`src/rtl/i2cds_pkg.sv`:
```
package i2cds_pkg;

    localparam int unsigned SMP_MAX        = 8;
    localparam int unsigned STEP_LIM_NORM  = 64;
    localparam int unsigned STEP_LIM_HS    = 8;
    localparam int unsigned HS_THRESH_KHZ  = 400;
    localparam int unsigned MAX_RATE_KHZ   = 3400;
    localparam int unsigned SMP_W          = $clog2(SMP_MAX) + 1;
    localparam int unsigned STP_W          = $clog2(STEP_LIM_NORM) + 1;

    localparam logic [15:0] HS_TIMING_WORD = 16'h1303;
    localparam logic [15:0] HS_WORD_BASE   = 16'h0003;

    typedef enum logic [2:0] {
        ST_IDLE,
        ST_MIN_GO,
        ST_MIN_WAIT,
        ST_STEP_GO,
        ST_STEP_WAIT,
        ST_RATE
    } state_t;

    // Divider pair held as true counts (not minus one)
    typedef struct packed {
        logic [SMP_W-1:0] smp;
        logic [STP_W-1:0] stp;
    } divpair_t;

    typedef struct packed {
        logic [15:0] timing;
        logic [15:0] hs;
    } words_t;

    function automatic logic [STP_W-1:0] step_limit(input logic hs);
        return hs ? STP_W'(STEP_LIM_HS) : STP_W'(STEP_LIM_NORM);
    endfunction

endpackage

```
`src/rtl/i2cds_ceil_div.sv`:
```
module i2cds_ceil_div #(
    parameter int unsigned W = 32
) (
    input  logic         clk,
    input  logic         rst,
    input  logic         go,
    input  logic [W-1:0] num,
    input  logic [W-1:0] den,
    output logic         busy,
    output logic         rdy,
    output logic [W-1:0] quo_ceil
);
    localparam int unsigned CNT_W = $clog2(W) + 1;

    logic [W-1:0]     q;
    logic [W-1:0]     d;
    logic [W:0]       r;
    logic [CNT_W-1:0] cnt;

    logic [W:0]   r_sh;
    logic         ge;
    logic [W:0]   r_nx;
    logic [W-1:0] q_nx;

    // One restoring step: shift in next dividend bit, subtract when it fits
    always_comb begin
        r_sh = {r[W-1:0], q[W-1]};
        ge   = (r_sh >= {1'b0, d});
        r_nx = ge ? (r_sh - {1'b0, d}) : r_sh;
        q_nx = {q[W-2:0], ge};
    end

    always_ff @(posedge clk) begin
        if (rst) begin
            q        <= '0;
            d        <= '0;
            r        <= '0;
            cnt      <= '0;
            busy     <= 1'b0;
            rdy      <= 1'b0;
            quo_ceil <= '0;
        end else begin
            rdy <= 1'b0;
            if (go && !busy) begin
                q    <= num;
                d    <= den;
                r    <= '0;
                cnt  <= '0;
                busy <= 1'b1;
            end else if (busy) begin
                q   <= q_nx;
                r   <= r_nx;
                cnt <= cnt + 1'b1;
                if (cnt == CNT_W'(W - 1)) begin
                    busy     <= 1'b0;
                    rdy      <= 1'b1;
                    quo_ceil <= q_nx + W'(r_nx != '0);
                end
            end
        end
    end

    AST_DIV_GO_IDLE: assert property (@(posedge clk) disable iff (rst)
        go |-> !busy);
    AST_DIV_RDY_PULSE: assert property (@(posedge clk) disable iff (rst)
        rdy |=> !rdy);

endmodule

```
`src/rtl/i2cds_encode.sv`:
```
module i2cds_encode
    import i2cds_pkg::*;
(
    input  logic     hs,
    input  divpair_t pair,
    output words_t   words
);
    logic [SMP_W-1:0] sm1;
    logic [STP_W-1:0] st1;

    always_comb begin
        sm1 = pair.smp - 1'b1;
        st1 = pair.stp - 1'b1;
        if (hs) begin
            words.timing = HS_TIMING_WORD;
            words.hs     = HS_WORD_BASE | {1'b0, sm1[2:0], 1'b0, st1[2:0], 8'h00};
        end else begin
            words.timing = {5'b0, sm1[2:0], 2'b0, st1[5:0]};
            words.hs     = 16'h0000;
        end
    end

endmodule

```
`src/rtl/i2c_div_solver.sv`:
```
module i2c_div_solver
    import i2cds_pkg::*;
#(
    parameter int unsigned RATE_W = 32
) (
    input  logic              clk,
    input  logic              rst,
    input  logic              start,
    input  logic [RATE_W-1:0] src_khz,
    input  logic [RATE_W-1:0] req_khz,
    output logic              done,
    output logic              invalid,
    output logic              unsupported,
    output logic              hs_mode,
    output logic [15:0]       timing_word,
    output logic [15:0]       hs_word
);
    localparam int unsigned PROD_W = RATE_W + SMP_W;
    localparam int unsigned TH_W   = 2 * RATE_W;
    localparam int unsigned DEN_W  = SMP_W + STP_W + 1;

    state_t            st;
    logic [RATE_W-1:0] src_q;
    logic [RATE_W-1:0] req_q;
    logic              hs_q;
    logic [STP_W-1:0]  lim;
    logic [RATE_W-1:0] min_div;
    logic [SMP_W-1:0]  smp;
    divpair_t          best;
    logic [PROD_W-1:0] best_prod;

    logic              div_go;
    logic [RATE_W-1:0] div_num;
    logic [RATE_W-1:0] div_den;
    logic              div_busy;
    logic              div_rdy;
    logic [RATE_W-1:0] div_res;

    logic              req_bad;
    logic              req_hs;
    logic [STP_W-1:0]  req_lim;
    logic [PROD_W-1:0] cand_prod;
    logic              cand_fits;
    logic              cand_better;
    logic [DEN_W-1:0]  rate_den;
    logic [TH_W-1:0]   rate_thresh;
    logic              too_fast;
    words_t            enc;

    // ---------------- request screening ----------------
    always_comb begin
        req_bad = (src_khz == '0) || (req_khz == '0) ||
                  (req_khz > RATE_W'(MAX_RATE_KHZ));
        req_hs  = (req_khz > RATE_W'(HS_THRESH_KHZ));
        req_lim = step_limit(req_hs);
    end

    // ---------------- shared divider ----------------
    always_comb begin
        div_go  = (st == ST_MIN_GO) || (st == ST_STEP_GO);
        div_num = (st == ST_MIN_GO) ? (src_q >> 1) : min_div;
        div_den = (st == ST_MIN_GO) ? req_q : RATE_W'(smp);
    end

    i2cds_ceil_div #(.W(RATE_W)) u_div (
        .clk      (clk),
        .rst      (rst),
        .go       (div_go),
        .num      (div_num),
        .den      (div_den),
        .busy     (div_busy),
        .rdy      (div_rdy),
        .quo_ceil (div_res)
    );

    // ---------------- candidate evaluation ----------------
    always_comb begin
        cand_fits   = (div_res <= RATE_W'(lim));
        cand_prod   = PROD_W'(div_res) * PROD_W'(smp);
        cand_better = cand_fits && (cand_prod < best_prod);
    end

    // ---------------- achieved-rate check ----------------
    // floor(src/den) > req  <=>  src >= (req+1)*den
    always_comb begin
        rate_den    = DEN_W'(2) * DEN_W'(best.smp) * DEN_W'(best.stp);
        rate_thresh = (TH_W'(req_q) + TH_W'(1)) * TH_W'(rate_den);
        too_fast    = (TH_W'(src_q) >= rate_thresh);
    end

    i2cds_encode u_enc (
        .hs    (hs_q),
        .pair  (best),
        .words (enc)
    );

    // ---------------- control ----------------
    always_ff @(posedge clk) begin
        if (rst) begin
            st          <= ST_IDLE;
            src_q       <= '0;
            req_q       <= '0;
            hs_q        <= 1'b0;
            lim         <= STP_W'(STEP_LIM_NORM);
            min_div     <= RATE_W'(1);
            smp         <= SMP_W'(1);
            best.smp    <= SMP_W'(SMP_MAX);
            best.stp    <= STP_W'(STEP_LIM_NORM);
            best_prod   <= PROD_W'(SMP_MAX * STEP_LIM_NORM);
            done        <= 1'b0;
            invalid     <= 1'b0;
            unsupported <= 1'b0;
            hs_mode     <= 1'b0;
            timing_word <= '0;
            hs_word     <= '0;
        end else begin
            done <= 1'b0;
            unique case (st)
                ST_IDLE: begin
                    if (start) begin
                        src_q <= src_khz;
                        req_q <= req_khz;
                        if (req_bad) begin
                            done        <= 1'b1;
                            invalid     <= 1'b1;
                            unsupported <= 1'b0;
                            hs_mode     <= 1'b0;
                            timing_word <= '0;
                            hs_word     <= '0;
                        end else begin
                            hs_q      <= req_hs;
                            lim       <= req_lim;
                            best.smp  <= SMP_W'(SMP_MAX);
                            best.stp  <= req_lim;
                            best_prod <= PROD_W'(SMP_MAX) * PROD_W'(req_lim);
                            st        <= ST_MIN_GO;
                        end
                    end
                end
                ST_MIN_GO: st <= ST_MIN_WAIT;
                ST_MIN_WAIT: begin
                    if (div_rdy) begin
                        min_div <= (div_res == '0) ? RATE_W'(1) : div_res;
                        smp     <= SMP_W'(1);
                        st      <= ST_STEP_GO;
                    end
                end
                ST_STEP_GO: st <= ST_STEP_WAIT;
                ST_STEP_WAIT: begin
                    if (div_rdy) begin
                        if (cand_better) begin
                            best.smp  <= smp;
                            best.stp  <= div_res[STP_W-1:0];
                            best_prod <= cand_prod;
                        end
                        if (cand_better && (cand_prod == PROD_W'(min_div))) begin
                            st <= ST_RATE;
                        end else if (smp == SMP_W'(SMP_MAX)) begin
                            st <= ST_RATE;
                        end else begin
                            smp <= smp + 1'b1;
                            st  <= ST_STEP_GO;
                        end
                    end
                end
                ST_RATE: begin
                    done        <= 1'b1;
                    invalid     <= 1'b0;
                    unsupported <= too_fast;
                    hs_mode     <= hs_q;
                    timing_word <= enc.timing;
                    hs_word     <= enc.hs;
                    st          <= ST_IDLE;
                end
                default: st <= ST_IDLE;
            endcase
        end
    end

    // ---------------- assertions ----------------
    AST_DONE_PULSE: assert property (@(posedge clk) disable iff (rst)
        done |=> !done);
    AST_INVALID_CLEAN: assert property (@(posedge clk) disable iff (rst)
        (done && invalid) |-> (timing_word == '0 && hs_word == '0 && !unsupported));
    AST_HS_TIMING_FIXED: assert property (@(posedge clk) disable iff (rst)
        (done && !invalid && hs_mode) |-> (timing_word == HS_TIMING_WORD));
    AST_NORM_HS_ZERO: assert property (@(posedge clk) disable iff (rst)
        (done && !invalid && !hs_mode) |-> (hs_word == 16'h0000));
    AST_STEP_IN_LIMIT: assert property (@(posedge clk) disable iff (rst)
        (st != ST_IDLE) |-> (best.stp <= lim && best.stp != '0));
    AST_OUT_HELD: assert property (@(posedge clk) disable iff (rst)
        !done |=> ($stable(timing_word) && $stable(hs_word) && $stable(invalid)) || done);

endmodule

```
`config.mk`:
```
export PLATFORM = sky130hd
export DESIGN_NAME = i2c_div_solver
export DESIGN_NICKNAME = d
export VERILOG_FILES = /design/src/rtl/i2cds_pkg.sv /design/src/rtl/i2cds_ceil_div.sv /design/src/rtl/i2cds_encode.sv /design/src/rtl/i2c_div_solver.sv
export SDC_FILE = /design/constraint.sdc
export NUM_CORES = 2
export LEC_CHECK = 0
export ABC_AREA = 1
export CORE_MARGIN = 4
export CORE_UTILIZATION = 65
export CTS_BUF_LIST = sky130_fd_sc_hd__clkbuf_4 sky130_fd_sc_hd__clkbuf_8
export CTS_CLUSTER_DIAMETER = 150
export CTS_CLUSTER_SIZE = 40
export DETAILED_ROUTE_END_ITERATION = 6
export DONT_BUFFER_PORTS = 1
export PLACE_DENSITY = 0.85
export SYNTH_ARGS = -nofsm -noshare
export SYNTH_HDL_FRONTEND = slang
export SYNTH_SLANG_ARGS = --single-unit
```
`constraint.sdc`:
```
create_clock -name clk -period 27.8 [get_ports clk]
set_clock_uncertainty 0.15 [all_clocks]
set_input_delay 2.78 -clock clk [delete_from_list [all_inputs] [get_ports clk]]
set_output_delay 2.78 -clock clk [all_outputs]
set_load 0.03 [all_outputs]
```
# Yosys cells after proc, flatten, opt, wreduce, memory -nomap -nowiden
# Index checks and enable logic that the tools add are counted.
[word_totals] wordCells=132 ff_bits=330 n_memories=0 mem_bits_rw=0 rom_bits=0 latch_bits=0 inputBits=67 output_inout_bits=36
[op_classes] n_shift=0 reduce_logical=26 n_mux=48 multipliers=3 order_cmp=6 bitwise_logic=3 n_div=0 add_sub_neg=7 eq_ne=16
[ops] operator="$mux W32" count=5
[ops] operator="$mux W36" count=4
[ops] operator="$logic_not A32 Y1" count=3
[ops] operator="$pmux W36 S2" count=1
[ops] operator="$pmux W16 S2" count=2
[ops] operator="$ge A32 B45 Y1" count=1
[ops] operator="$mul A33 B11 Y44" count=1
[ops] operator="$mux W11" count=4
[ops] operator="$eq A36 B32 Y1" count=1
[ops] operator="$lt A36 B36 Y1" count=1
[ops] operator="$mul A32 B4 Y36" count=1
[ops] operator="$add A32 B1 Y33 const B" count=1
[ops] operator="$ge A33 B32 Y1" count=1
[ops] operator="$mux W33" count=1
[ops] operator="$reduce_bool A33 Y1" count=1
[ops] operator="$sub A33 B32 Y33" count=1
[ops] operator="$add A32 B1 Y32" count=1
[ops] operator="$gt A32 B12 Y1 const B" count=1
[ops] operator="$gt A32 B9 Y1 const B" count=1
[ops] operator="$le A32 B7 Y1" count=1
[ops] operator="$mux W16" count=2
[ops] operator="$mux W29" count=1
[ops] operator="$pmux W11 S2" count=1
[ops] operator="$mux W3" count=6
[ops] operator="30 further kinds" count=66

# Longest topological paths before layout
[logic_depth] word_depth=7 ltp_mapped=52 ltp_nobuf=50

# Modules after synthesis
# From an unflattened synthesis, not the netlist that was laid out.
[hier_totals] cells_unflattened=5602 area_unflattened_um2=36996.7
[by_module_without_submodules] module="i2c_div_solver" cells_per_inst=4093 seq_area_each_um2=3763.6 instances=1 area_per_inst_um2=27642.8
[by_module_without_submodules] module="i2cds_ceil_div" cells_per_inst=1450 seq_area_each_um2=2722.6 instances=1 area_per_inst_um2=9018.6
[by_module_without_submodules] module="i2cds_encode" cells_per_inst=59 seq_area_each_um2=0.0 instances=1 area_per_inst_um2=335.3

# Least setup slack after synthesis
# OpenSTA, ideal clock, no wires.
[synth_timing] kind="reg2reg" from="register best[9] (netlist name)" to="register unsupported" arrival_time_ns=9.007 stages_incl_launch_ff=49 setup_ns=0.070 required_time_ns=27.580 n_path_buf=1 synth_period_minus_slack_ns=9.228 path_slack_ns=18.572 path_cell_list="dfxtp_1 -> clkbuf_1 -> nand2_1 -> inv_1 -> fa_1 -> fa_1 -> ha_1 -> nand3_1 -> and2_1 -> or2_2 -> nand2_1 -> a21oi_1 -> or2_2 -> nand2_1 -> a21oi_1 -> xor2_1 -> clkinv_1 -> nand2_1 -> [... 13 more ...] -> a21oi_1 -> o21ai_0 -> xnor2_1 -> ha_1 -> nand4_1 -> nor3_1 -> nand3_1 -> nor2_1 -> nand2_1 -> nand3_1 -> nand2_1 -> nand2_1 -> nand2_1 -> nor2_1 -> nand2_1 -> nor2_1 -> nand3_1 -> a21oi_1"
[synth_between] elab_chain_cells=4
[synth_rtl] element="start: declaration" line="i2c_div_solver.sv:29" source="divpair_t best;"
[synth_rtl] element="$mul A4 B7 Y11" line="i2c_div_solver.sv:86" source="rate_den = DEN_W'(2) * DEN_W'(best.smp) * DEN_W'(best.stp);"
[synth_rtl] element="$mul A33 B11 Y44" line="i2c_div_solver.sv:87" source="rate_thresh = (TH_W'(req_q) + TH_W'(1)) * TH_W'(rate_den);"
[synth_rtl] element="$ge A32 B45 Y1" line="i2c_div_solver.sv:88" source="too_fast = (TH_W'(src_q) >= rate_thresh);"
[synth_rtl] element="$pmux W1 S2" line="i2c_div_solver.sv:118" source="unique case (st)"
[synth_rtl] element="end signal: assignment" line="i2c_div_solver.sv:169" source="unsupported <= too_fast;"
[synth_rtl] element="end: declaration" line="i2c_div_solver.sv:13" source="output logic unsupported,"
# No other way between the ends.
# A chain may end at the register's enable or synchronous reset.

# Final worst setup path
# Same ends and word-level chain as after synthesis.

==> reports/metrics.cfg <==
[synth]
yosysSeqAreaShare_pct=17.4
avgSynthCellArea_um2=6.78
syn_area_mm2=0.0352
ys_async_sr_fraction_pct=0
synth_cell_types=61
yosysWarnings=0
synth_top_flop_cell=dfxtp_1
ys_ff_latch=307
synth_edf_count=0
syn_inst=5197

[sta]
period_needed_ns=10.65
tns_ns=0
timing.fmax_ghz=0.0939
slew_viol_final=0
relSlewSlack_pct=18.2
hold_viol=0
post-route-period-util_pct=38.3
rsz0062_at_grt=false
worst_pin_slew_ns=1.22
setup_ws_ns=17.15
setup_viol=0

[cells_and_area]
nFillCells=4841
layout_commonest_cell=nand2_1
instances_no_fill=5773
syn2layout_area_growth_pct=1.95
drive_above_1_share_pct=2.03
seq_area_mm2=0.00615
nets=5733
multi_input_area_mm2=0.0247
layout_common_cells=1214 x nand2_1, 977 x inv_1, 491 x nor2_1
final_util_pct=66.9

[job]
maxCapViolCount=0

[floorplan]
io_pins=103
core_area_mm2=0.0537
dieHeight_um=241
start_util_pct=65.6
dieArea_mm2=0.0580
die_w_um=241
fp-row-count=85

[clocking]
cts_resized=0
clk_pin_slew_ns=0.23
cts_max_level=1
numCtsBuffers=13
cts_max_path_buffers=3
root_buffer=clkbuf_8
post_cts_buffers=0
clk_latency_ns=0.64
cts_sinks=307
hold_buffers=0
cts_tree=built

[global_routing]
grt_busiest_layer=met2
grt_pass1_vias=31900
gr-usage-met2_pct=56.9
overflow=0
grt_max_degree=130
met1_usage_pct=48.5
groute.usage.overall_pct=36.1
grt_pass1_wl_mm=168
antenna_found_initial=0
gr-usage-met3_pct=9.28

[setup_path]
ff2ff_path_depth=46
worstPathArrival_ns=11.06
worstPathRequired_ns=28.21
end_kind=flop
critical_path.slowest_cell=clkinv_1
crit_top_cell=nand2_1
cp-start-kind=flop
cp-startpoint=best[9]
crit_fanout=17
critPathCapture=unsupported
r2r_setup_slack_ns=17.15
max_stage_delay_ns=0.68
r2r-end=unsupported
path_class=reg -> reg
r2r-start=best[9]

[route]
wl_per_cell_um=18.2
wl_mm=105
dr.first_iter.drc_count=3329
ant_nets=0
dr.pass1.iters=6
vias=33700
drc=0
vias_per_cell=5.83

[power_and_ir_drop]
power_density_mw_per_mm2=21.6
vdd_drop_max_mv=0.0418
cellLeakagePower_nw=18.0

[placed_design]
io_buffers=0
gp_congestion=1.03
placedCellCount=5753
dp_slack_ns=17.36
dpl.hpwl_mm=84.7

[outcome]
status=completed

[worst_hold_path]
hp-class=reg -> reg

per-stage QoR:
stage	total power (W)	cell area, um2	hold WS, ns
floorplan	0.000537	35300	0.276
global placement	0.000568	35600	0.289
detailed placement	0.000569	35600	0.304
CTS	0.000776	35900	0.329
global route	0.000804	35900	0.345
finish	0.000778	35900	0.324
final cells by class:
cell class                      instances  share of cell area (%)
Multi-Input combinational cell       3728                    68.8
Inverter                             1001                    10.5
Sequential cell                       307                    17.1
Antenna cell                            2                  0.0139
Timing Repair Buffer                   21                   0.439
Clock inverter                          4                   0.268
Tap cell                              696                    2.42
Clock buffer                           14                   0.519
how the worst min path moves through the flow:
stage,depth (start not counted),start,slack (ns),to
4_1_cts,2,best_prod[30],0.33,best_prod[30]
2_1_floorplan,1,lim[6],0.28,lim[6]
5_1_grt,2,best_prod[24],0.34,best_prod[24]
3_5_place_dp,2,best_prod[11],0.30,best_prod[11]
3_3_place_gp,1,lim[6],0.29,lim[6]
6_report,2,best_prod[28],0.32,best_prod[28]
Yosys cell counts, drive strengths merged (3+ instances only):
master	n	share of area, %
nand2	1226	13
inv	991	11
nor2	498	5.3
a21oi	451	6.4
fa	349	20
dfxtp	307	17
o21ai	277	4.0
ha	245	8.7
nand3	226	3.2
clkbuf	132	1.4
xor2	62	1.6
nor3	61	0.93
nand4	54	0.96
buf	42	0.74
a211oi	40	0.85
xnor2	39	0.97
o22ai	36	0.64
nor4	20	0.39
a21o	17	0.36
a31oi	15	0.27
nand3b	15	0.36
o211ai	15	0.32
o21a	13	0.28
or2	12	0.21
clkinv	10	0.11
o21bai	7	0.15
a21boi	6	0.13
and3	6	0.11
nor3b	4	0.085
o2111ai	4	0.099
and2	3	0.053
critical path: cells and delay by family, from the launching register on:
kind | cells | cell delay [ns]
fa+ha+maj | 10 | 4.57
simple gates | 19 | 2.62
compound gates | 8 | 1.38
buf+inv | 8 | 1.13
flops | 1 | 0.58
xor+xnor | 1 | 0.14
state kept, by name (all words and copies together), names as in the netlist:
register,count
smp,4
invalid,1
u_div.rdy,1
min_div,32
best_prod,36
unsupported,1
hs_word,7
src_q,32
u_div.r,32
req_q,32
best,11
lim,2
done,1
timing_word,9
u_div.quo_ceil,32
u_div.busy,1
st,3
u_div.q,32
u_div.cnt,6
u_div.d,32
per-layer routing:
metal	vias to the layer above	wire length, um
met1	15600	41900
met2	1765	45900
met4	0	5040
met3	307	12300
met5	-	0
li1	16000	-
kinds of logic (layout without fill, tap and decap cells):
kind of cell               after synthesis  after routing  share of synthesized area [%]
other                                    1             16                         0.0106
AOI/OAI and AO/OA                      893            893                           13.8
buffers and inverters                 1175           1040                           12.8
xor gates and xnor gates               101            101                           2.53
adders and majority gates              594            594                           28.5
and+or+nand+nor                       2125           2125                           24.8
muxes                                    1              1                         0.0284
DFF                                    307            307                           17.4
power by group:
| part | switching, W | internal [W] |
|---|---|---|
| Sequential | 0.00000683 | 0.000448 |
| Clock | 0.000159 | 0.0000525 |
| Combinational | 0.0000801 | 0.0000315 |
No activity file was read; power rests on OpenSTA's default activity.
